--- config.mk ---
export PLATFORM = sky130hd
export DESIGN_NAME = ocm_top
export DESIGN_NICKNAME = d
export VERILOG_FILES = /design/src/rtl/ocm_pkg.sv /design/src/rtl/ocm_ctrl.sv /design/src/rtl/ocm_datapath.sv /design/src/rtl/ocm_top.sv
export SDC_FILE = /design/constraint.sdc
export NUM_CORES = 1
export LEC_CHECK = 0
export ABC_AREA = 1
export BUFFER_PORTS_ARGS = -buffer_cell sky130_fd_sc_hd__buf_2
export CORE_AREA = 2 2 39 41
export CTS_BUF_LIST = sky130_fd_sc_hd__clkbuf_16
export CTS_CLUSTER_DIAMETER = 150
export DETAILED_ROUTE_END_ITERATION = 10
export DIE_AREA = 0 0 41 43
export HOLD_SLACK_MARGIN = 0.03
export PLACE_DENSITY = 0.33
export SETUP_SLACK_MARGIN = 0.3
export SLEW_MARGIN = 20
export SYNTH_ARGS = -nofsm -noshare
export SYNTH_HDL_FRONTEND = slang
export SYNTH_SLANG_ARGS = --single-unit
--- constraint.sdc ---
create_clock -name clk -period 1.8 [get_ports clk]
set_input_delay 0.54 -clock clk [delete_from_list [all_inputs] [get_ports clk]]
set_output_delay 0.54 -clock clk [all_outputs]
set_load 0.02 [all_outputs]
--- src/rtl/ocm_pkg.sv ---
package ocm_pkg;

  localparam int CH_NUM = 2;
  localparam int MODE_W = 2;

  typedef enum logic [MODE_W-1:0] {
    MODE_OFF    = 2'b00,
    MODE_TOGGLE = 2'b01,
    MODE_CLEAR  = 2'b10,
    MODE_SET    = 2'b11
  } cmpMode_e;

  typedef enum logic [2:0] {
    SEL_PORT = 3'd0,
    SEL_A    = 3'd1,
    SEL_B    = 3'd2,
    SEL_AND  = 3'd3,
    SEL_OR   = 3'd4
  } pinSel_e;

  typedef struct packed {
    logic [CH_NUM-1:0] doToggle;
    logic [CH_NUM-1:0] doClear;
    logic [CH_NUM-1:0] doSet;
    pinSel_e           pinSel;
  } ctrlStrobes_t;

endpackage

--- src/rtl/ocm_ctrl.sv ---
module ocm_ctrl
  import ocm_pkg::*;
(
  input  logic [CH_NUM-1:0]             match,
  input  logic [CH_NUM-1:0][MODE_W-1:0] mode,
  input  logic                          portData,
  output ctrlStrobes_t                  strobes
);

  logic [CH_NUM-1:0] chEnabled;

  // Per-channel action decode
  for (genvar ch = 0; ch < CH_NUM; ch++) begin : g_decode
    cmpMode_e chMode;
    assign chMode = cmpMode_e'(mode[ch]);
    assign chEnabled[ch] = (chMode != MODE_OFF);

    always_comb begin
      strobes.doToggle[ch] = 1'b0;
      strobes.doClear[ch]  = 1'b0;
      strobes.doSet[ch]    = 1'b0;
      if (match[ch]) begin
        unique case (chMode)
          MODE_TOGGLE: strobes.doToggle[ch] = 1'b1;
          MODE_CLEAR:  strobes.doClear[ch]  = 1'b1;
          MODE_SET:    strobes.doSet[ch]    = 1'b1;
          default:     ;
        endcase
      end
    end
  end

  // Pin source selection: override and automatic modulator
  always_comb begin
    unique case (chEnabled)
      2'b00:   strobes.pinSel = SEL_PORT;
      2'b01:   strobes.pinSel = SEL_A;
      2'b10:   strobes.pinSel = SEL_B;
      default: strobes.pinSel = portData ? SEL_OR : SEL_AND;
    endcase
  end

endmodule

--- src/rtl/ocm_datapath.sv ---
module ocm_datapath
  import ocm_pkg::*;
(
  input  logic              clk,
  input  logic              rstN,
  input  ctrlStrobes_t      strobes,
  input  logic              portData,
  output logic [CH_NUM-1:0] cmpQ,
  output logic              pinQ
);

  // Compare output registers
  for (genvar ch = 0; ch < CH_NUM; ch++) begin : g_cmp
    always_ff @(posedge clk or negedge rstN) begin
      if (!rstN) begin
        cmpQ[ch] <= 1'b0;
      end else if (strobes.doToggle[ch]) begin
        cmpQ[ch] <= ~cmpQ[ch];
      end else if (strobes.doClear[ch]) begin
        cmpQ[ch] <= 1'b0;
      end else if (strobes.doSet[ch]) begin
        cmpQ[ch] <= 1'b1;
      end
    end
  end

  // Pin mux and output register
  logic pinNext;

  always_comb begin
    unique case (strobes.pinSel)
      SEL_A:   pinNext = cmpQ[0];
      SEL_B:   pinNext = cmpQ[1];
      SEL_AND: pinNext = &cmpQ;
      SEL_OR:  pinNext = |cmpQ;
      default: pinNext = portData;
    endcase
  end

  always_ff @(posedge clk or negedge rstN) begin
    if (!rstN) pinQ <= 1'b0;
    else       pinQ <= pinNext;
  end

endmodule

--- src/rtl/ocm_top.sv ---
module ocm_top
  import ocm_pkg::*;
(
  input  logic              clk,
  input  logic              rstN,
  input  logic              matchA,
  input  logic              matchB,
  input  logic [MODE_W-1:0] modeA,
  input  logic [MODE_W-1:0] modeB,
  input  logic              portData,
  output logic              pinOut
);

  logic [CH_NUM-1:0]             matchVec;
  logic [CH_NUM-1:0][MODE_W-1:0] modeVec;
  logic [CH_NUM-1:0]             cmpQ;
  ctrlStrobes_t                  strobes;

  assign matchVec = {matchB, matchA};
  assign modeVec  = {modeB, modeA};

  ocm_ctrl i_ctrl (
    .match    (matchVec),
    .mode     (modeVec),
    .portData (portData),
    .strobes  (strobes)
  );

  ocm_datapath i_datapath (
    .clk      (clk),
    .rstN     (rstN),
    .strobes  (strobes),
    .portData (portData),
    .cmpQ     (cmpQ),
    .pinQ     (pinOut)
  );

  // Per-channel compare behaviour
  for (genvar ch = 0; ch < CH_NUM; ch++) begin : g_chk
    AST_TOGGLE_FLIPS: assert property (@(posedge clk) disable iff (!rstN)
      (matchVec[ch] && modeVec[ch] == MODE_TOGGLE) |=> (cmpQ[ch] != $past(cmpQ[ch])));
    AST_CLEAR_ZERO: assert property (@(posedge clk) disable iff (!rstN)
      (matchVec[ch] && modeVec[ch] == MODE_CLEAR) |=> !cmpQ[ch]);
    AST_SET_ONE: assert property (@(posedge clk) disable iff (!rstN)
      (matchVec[ch] && modeVec[ch] == MODE_SET) |=> cmpQ[ch]);
    AST_OFF_HOLDS: assert property (@(posedge clk) disable iff (!rstN)
      (modeVec[ch] == MODE_OFF) |=> $stable(cmpQ[ch]));
    AST_IDLE_HOLDS: assert property (@(posedge clk) disable iff (!rstN)
      !matchVec[ch] |=> $stable(cmpQ[ch]));
  end

  // Pin source behaviour
  AST_PORT_PASS: assert property (@(posedge clk) disable iff (!rstN)
    (modeA == MODE_OFF && modeB == MODE_OFF) |=> (pinOut == $past(portData)));
  AST_SINGLE_A: assert property (@(posedge clk) disable iff (!rstN)
    (modeA != MODE_OFF && modeB == MODE_OFF) |=> (pinOut == $past(cmpQ[0])));
  AST_SINGLE_B: assert property (@(posedge clk) disable iff (!rstN)
    (modeA == MODE_OFF && modeB != MODE_OFF) |=> (pinOut == $past(cmpQ[1])));
  AST_MOD_AND: assert property (@(posedge clk) disable iff (!rstN)
    (modeA != MODE_OFF && modeB != MODE_OFF && !portData)
      |=> (pinOut == $past(cmpQ[0] & cmpQ[1])));
  AST_MOD_OR: assert property (@(posedge clk) disable iff (!rstN)
    (modeA != MODE_OFF && modeB != MODE_OFF && portData)
      |=> (pinOut == $past(cmpQ[0] | cmpQ[1])));

  always_ff @(posedge clk) begin
    if (!rstN) begin
      AST_RESET_VAL: assert (cmpQ == '0 && !pinOut);
    end
  end

endmodule

==> results.tsv <==
metric	value	unit
ys_seq_area_frac	0.414	
vias	182	
start_util	0.131	
setup_viol	0	
synth-seq-cells	3	
cts-resized-gates	0	
syn2layout_area_growth	79.3	%
tns	0	ns
synth_cell_type_count	10	
hpwl	334	µm
syn_area	181	µm²
power_density	1620	mW/mm²
die_x	41	µm
skew	0.00106	ns
die_height	43	µm
final.period_utilization	0.697	
critPathKind	flop to output port	
cts_tree	built	
outcome	finished clean	
synth_top_cell_by_area	dfrtp_1	
core	0.00138	mm²
cp_slowest_stage_delay	0.34	ns
mostFrequentLayoutCells	buf_2 (9), nand2_1 (8), inv_1 (6)	
max_freq	797	MHz
cts_buffers	3	
grt_max_degree	4	
yosysWarnings	0	
fin_ws	0.545	ns
grt_remaining_overflow	0	
avgSynthCellArea	7.26	µm²
cap_violations	0	
worstPathArrival	0.72	ns
totalWireLength	421	µm
finalHoldViolCount	0	
antenna_found_initial	0	
fin_nets	48	
grt_pass1_wl	655	µm
drc	0	
placementRows	14	
root_buffer	clkbuf_16	
fin_util	0.235	
wl_per_cell	7.80	µm
tightest_slew	0.155	ns
htreeDepth	1	
relSlewSlack	0.897	
fin_crit	1.26	ns
totalPowerFinal	0.526	mW
leakagePower	0.179	nW
cts_setup_buffers	0	
synth_cells	25	
die_area	0.00176	mm²
synth_fp_nets	34	
grt_pass1_vias	181	
cts.reportedPaths.clkPinSlew	0.03	ns
cp.required	1.26	ns
vdd_drop_max	343	µV
gp_congestion	0.776	
worstPathCellList	buf_2	
crit_fanout	1	
whs	0.106	ns
vias_per_cell	3.37	
grtUsageTotal	0.0622	
rsz0062_at_grt	no	
hp-class	input port to async pin	
end_kind	output port	
final_common_cell	buf_2	
fillers	157	
path_buf_inv	1	
drt_first_pass_iters	3	
synth_area_leaders	dfrtp_1 (41%), nand2_1 (17%), inv_1 (10%), xnor2_1 (9.7%), o21ai_1 (5.5%)	
cp-start-kind	flop	
ctsHoldBuffers	0	
finalMaxSlewViolations	0	
antenna_cells	0	
pre_cts_ws	0.694	ns
cts.sinks	3	
drive_gt1_frac	0.368	
numPortBuffers	9	
cp_top_family	flip-flops	
io_pins	10	
ant_nets	0	
yosys.area.top_type_share	0.414	
clk_latency	0.22	ns
cp_slowest_cell	dfrtp_1	
drt_iter0_markers	2	
clockBufferDepth	2	
[report_power, final]
group / internal [mW] / leakage (nW) / switching [mW]
Clock: 0.287 / 0.0423 / 0.0628
Sequential: 0.0866 / 0.0367 / 0.00618
Combinational: 0.0355 / 0.0995 / 0.0479
[state kept, by name, indices dropped and copies added, names as in the netlist]
signal	cells
i_datapath.cmpQ	2
i_datapath.pinQ	1
[cell type report]
class | count | area, µm² | share of cell area
Tap cell | 16 | 20.0 | 0.0615
Clock buffer | 3 | 75.1 | 0.231
Inverter | 5 | 18.8 | 0.0577
Clock inverter | 1 | 3.75 | 0.0115
Sequential cell | 3 | 75.1 | 0.231
Timing Repair Buffer | 9 | 45.0 | 0.138
Multi-Input combinational cell | 17 | 87.6 | 0.269
[through the flow]
stage | std cells | instance area, µm²
after floorplan | 25 | 181
after global placement | 50 | 246
after detailed placement | 50 | 246
after CTS | 54 | 325
after global routing | 54 | 325
final | 54 | 325
[cell usage after synthesis (all sizes together)]
library cell	number
nand4	1
nand2	9
dfrtp	3
a21oi	2
xnor2	2
inv	5
o21ai	2
nor2	1
[per-layer routing]
metal | GRT usage | wire (µm) | vias to the layer above
met5 | 0 | 0 | -
met4 | 0.0600 | 0 | 0
met2 | 0.0750 | 175 | 9
met1 | 0.0641 | 199 | 72
met3 | 0.0471 | 45 | 0
li1 | - | - | 101
[path summary, 6_finish.rpt]
path / start / endpoint / slack (ns) / cells after the start
hold / removal: rstN / i_datapath.cmpQ[1]$_DFFE_PN0P_ / 0.11 / 1
max in group asynchronous: rstN / i_datapath.cmpQ[0]$_DFFE_PN0P_ / 1.59 / 1
min in group clk: i_datapath.cmpQ[1]$_DFFE_PN0P_ / i_datapath.pinQ$_DFF_PN0_ / 0.60 / 4
setup reg to reg: i_datapath.cmpQ[0]$_DFFE_PN0P_ / i_datapath.pinQ$_DFF_PN0_ / 0.96 / 6
hold reg to reg: i_datapath.cmpQ[1]$_DFFE_PN0P_ / i_datapath.pinQ$_DFF_PN0_ / 0.60 / 4
setup / recovery: i_datapath.pinQ$_DFF_PN0_ / pinOut / 0.54 / 1
[logic make-up after synthesis]
group	after synthesis	synth area share
flops	3	0.414
xor+xnor	2	0.0966
buf+inv	5	0.103
compound gates	4	0.131
simple gates	11	0.255
Note: power is estimated with default switching activity, not from simulation.
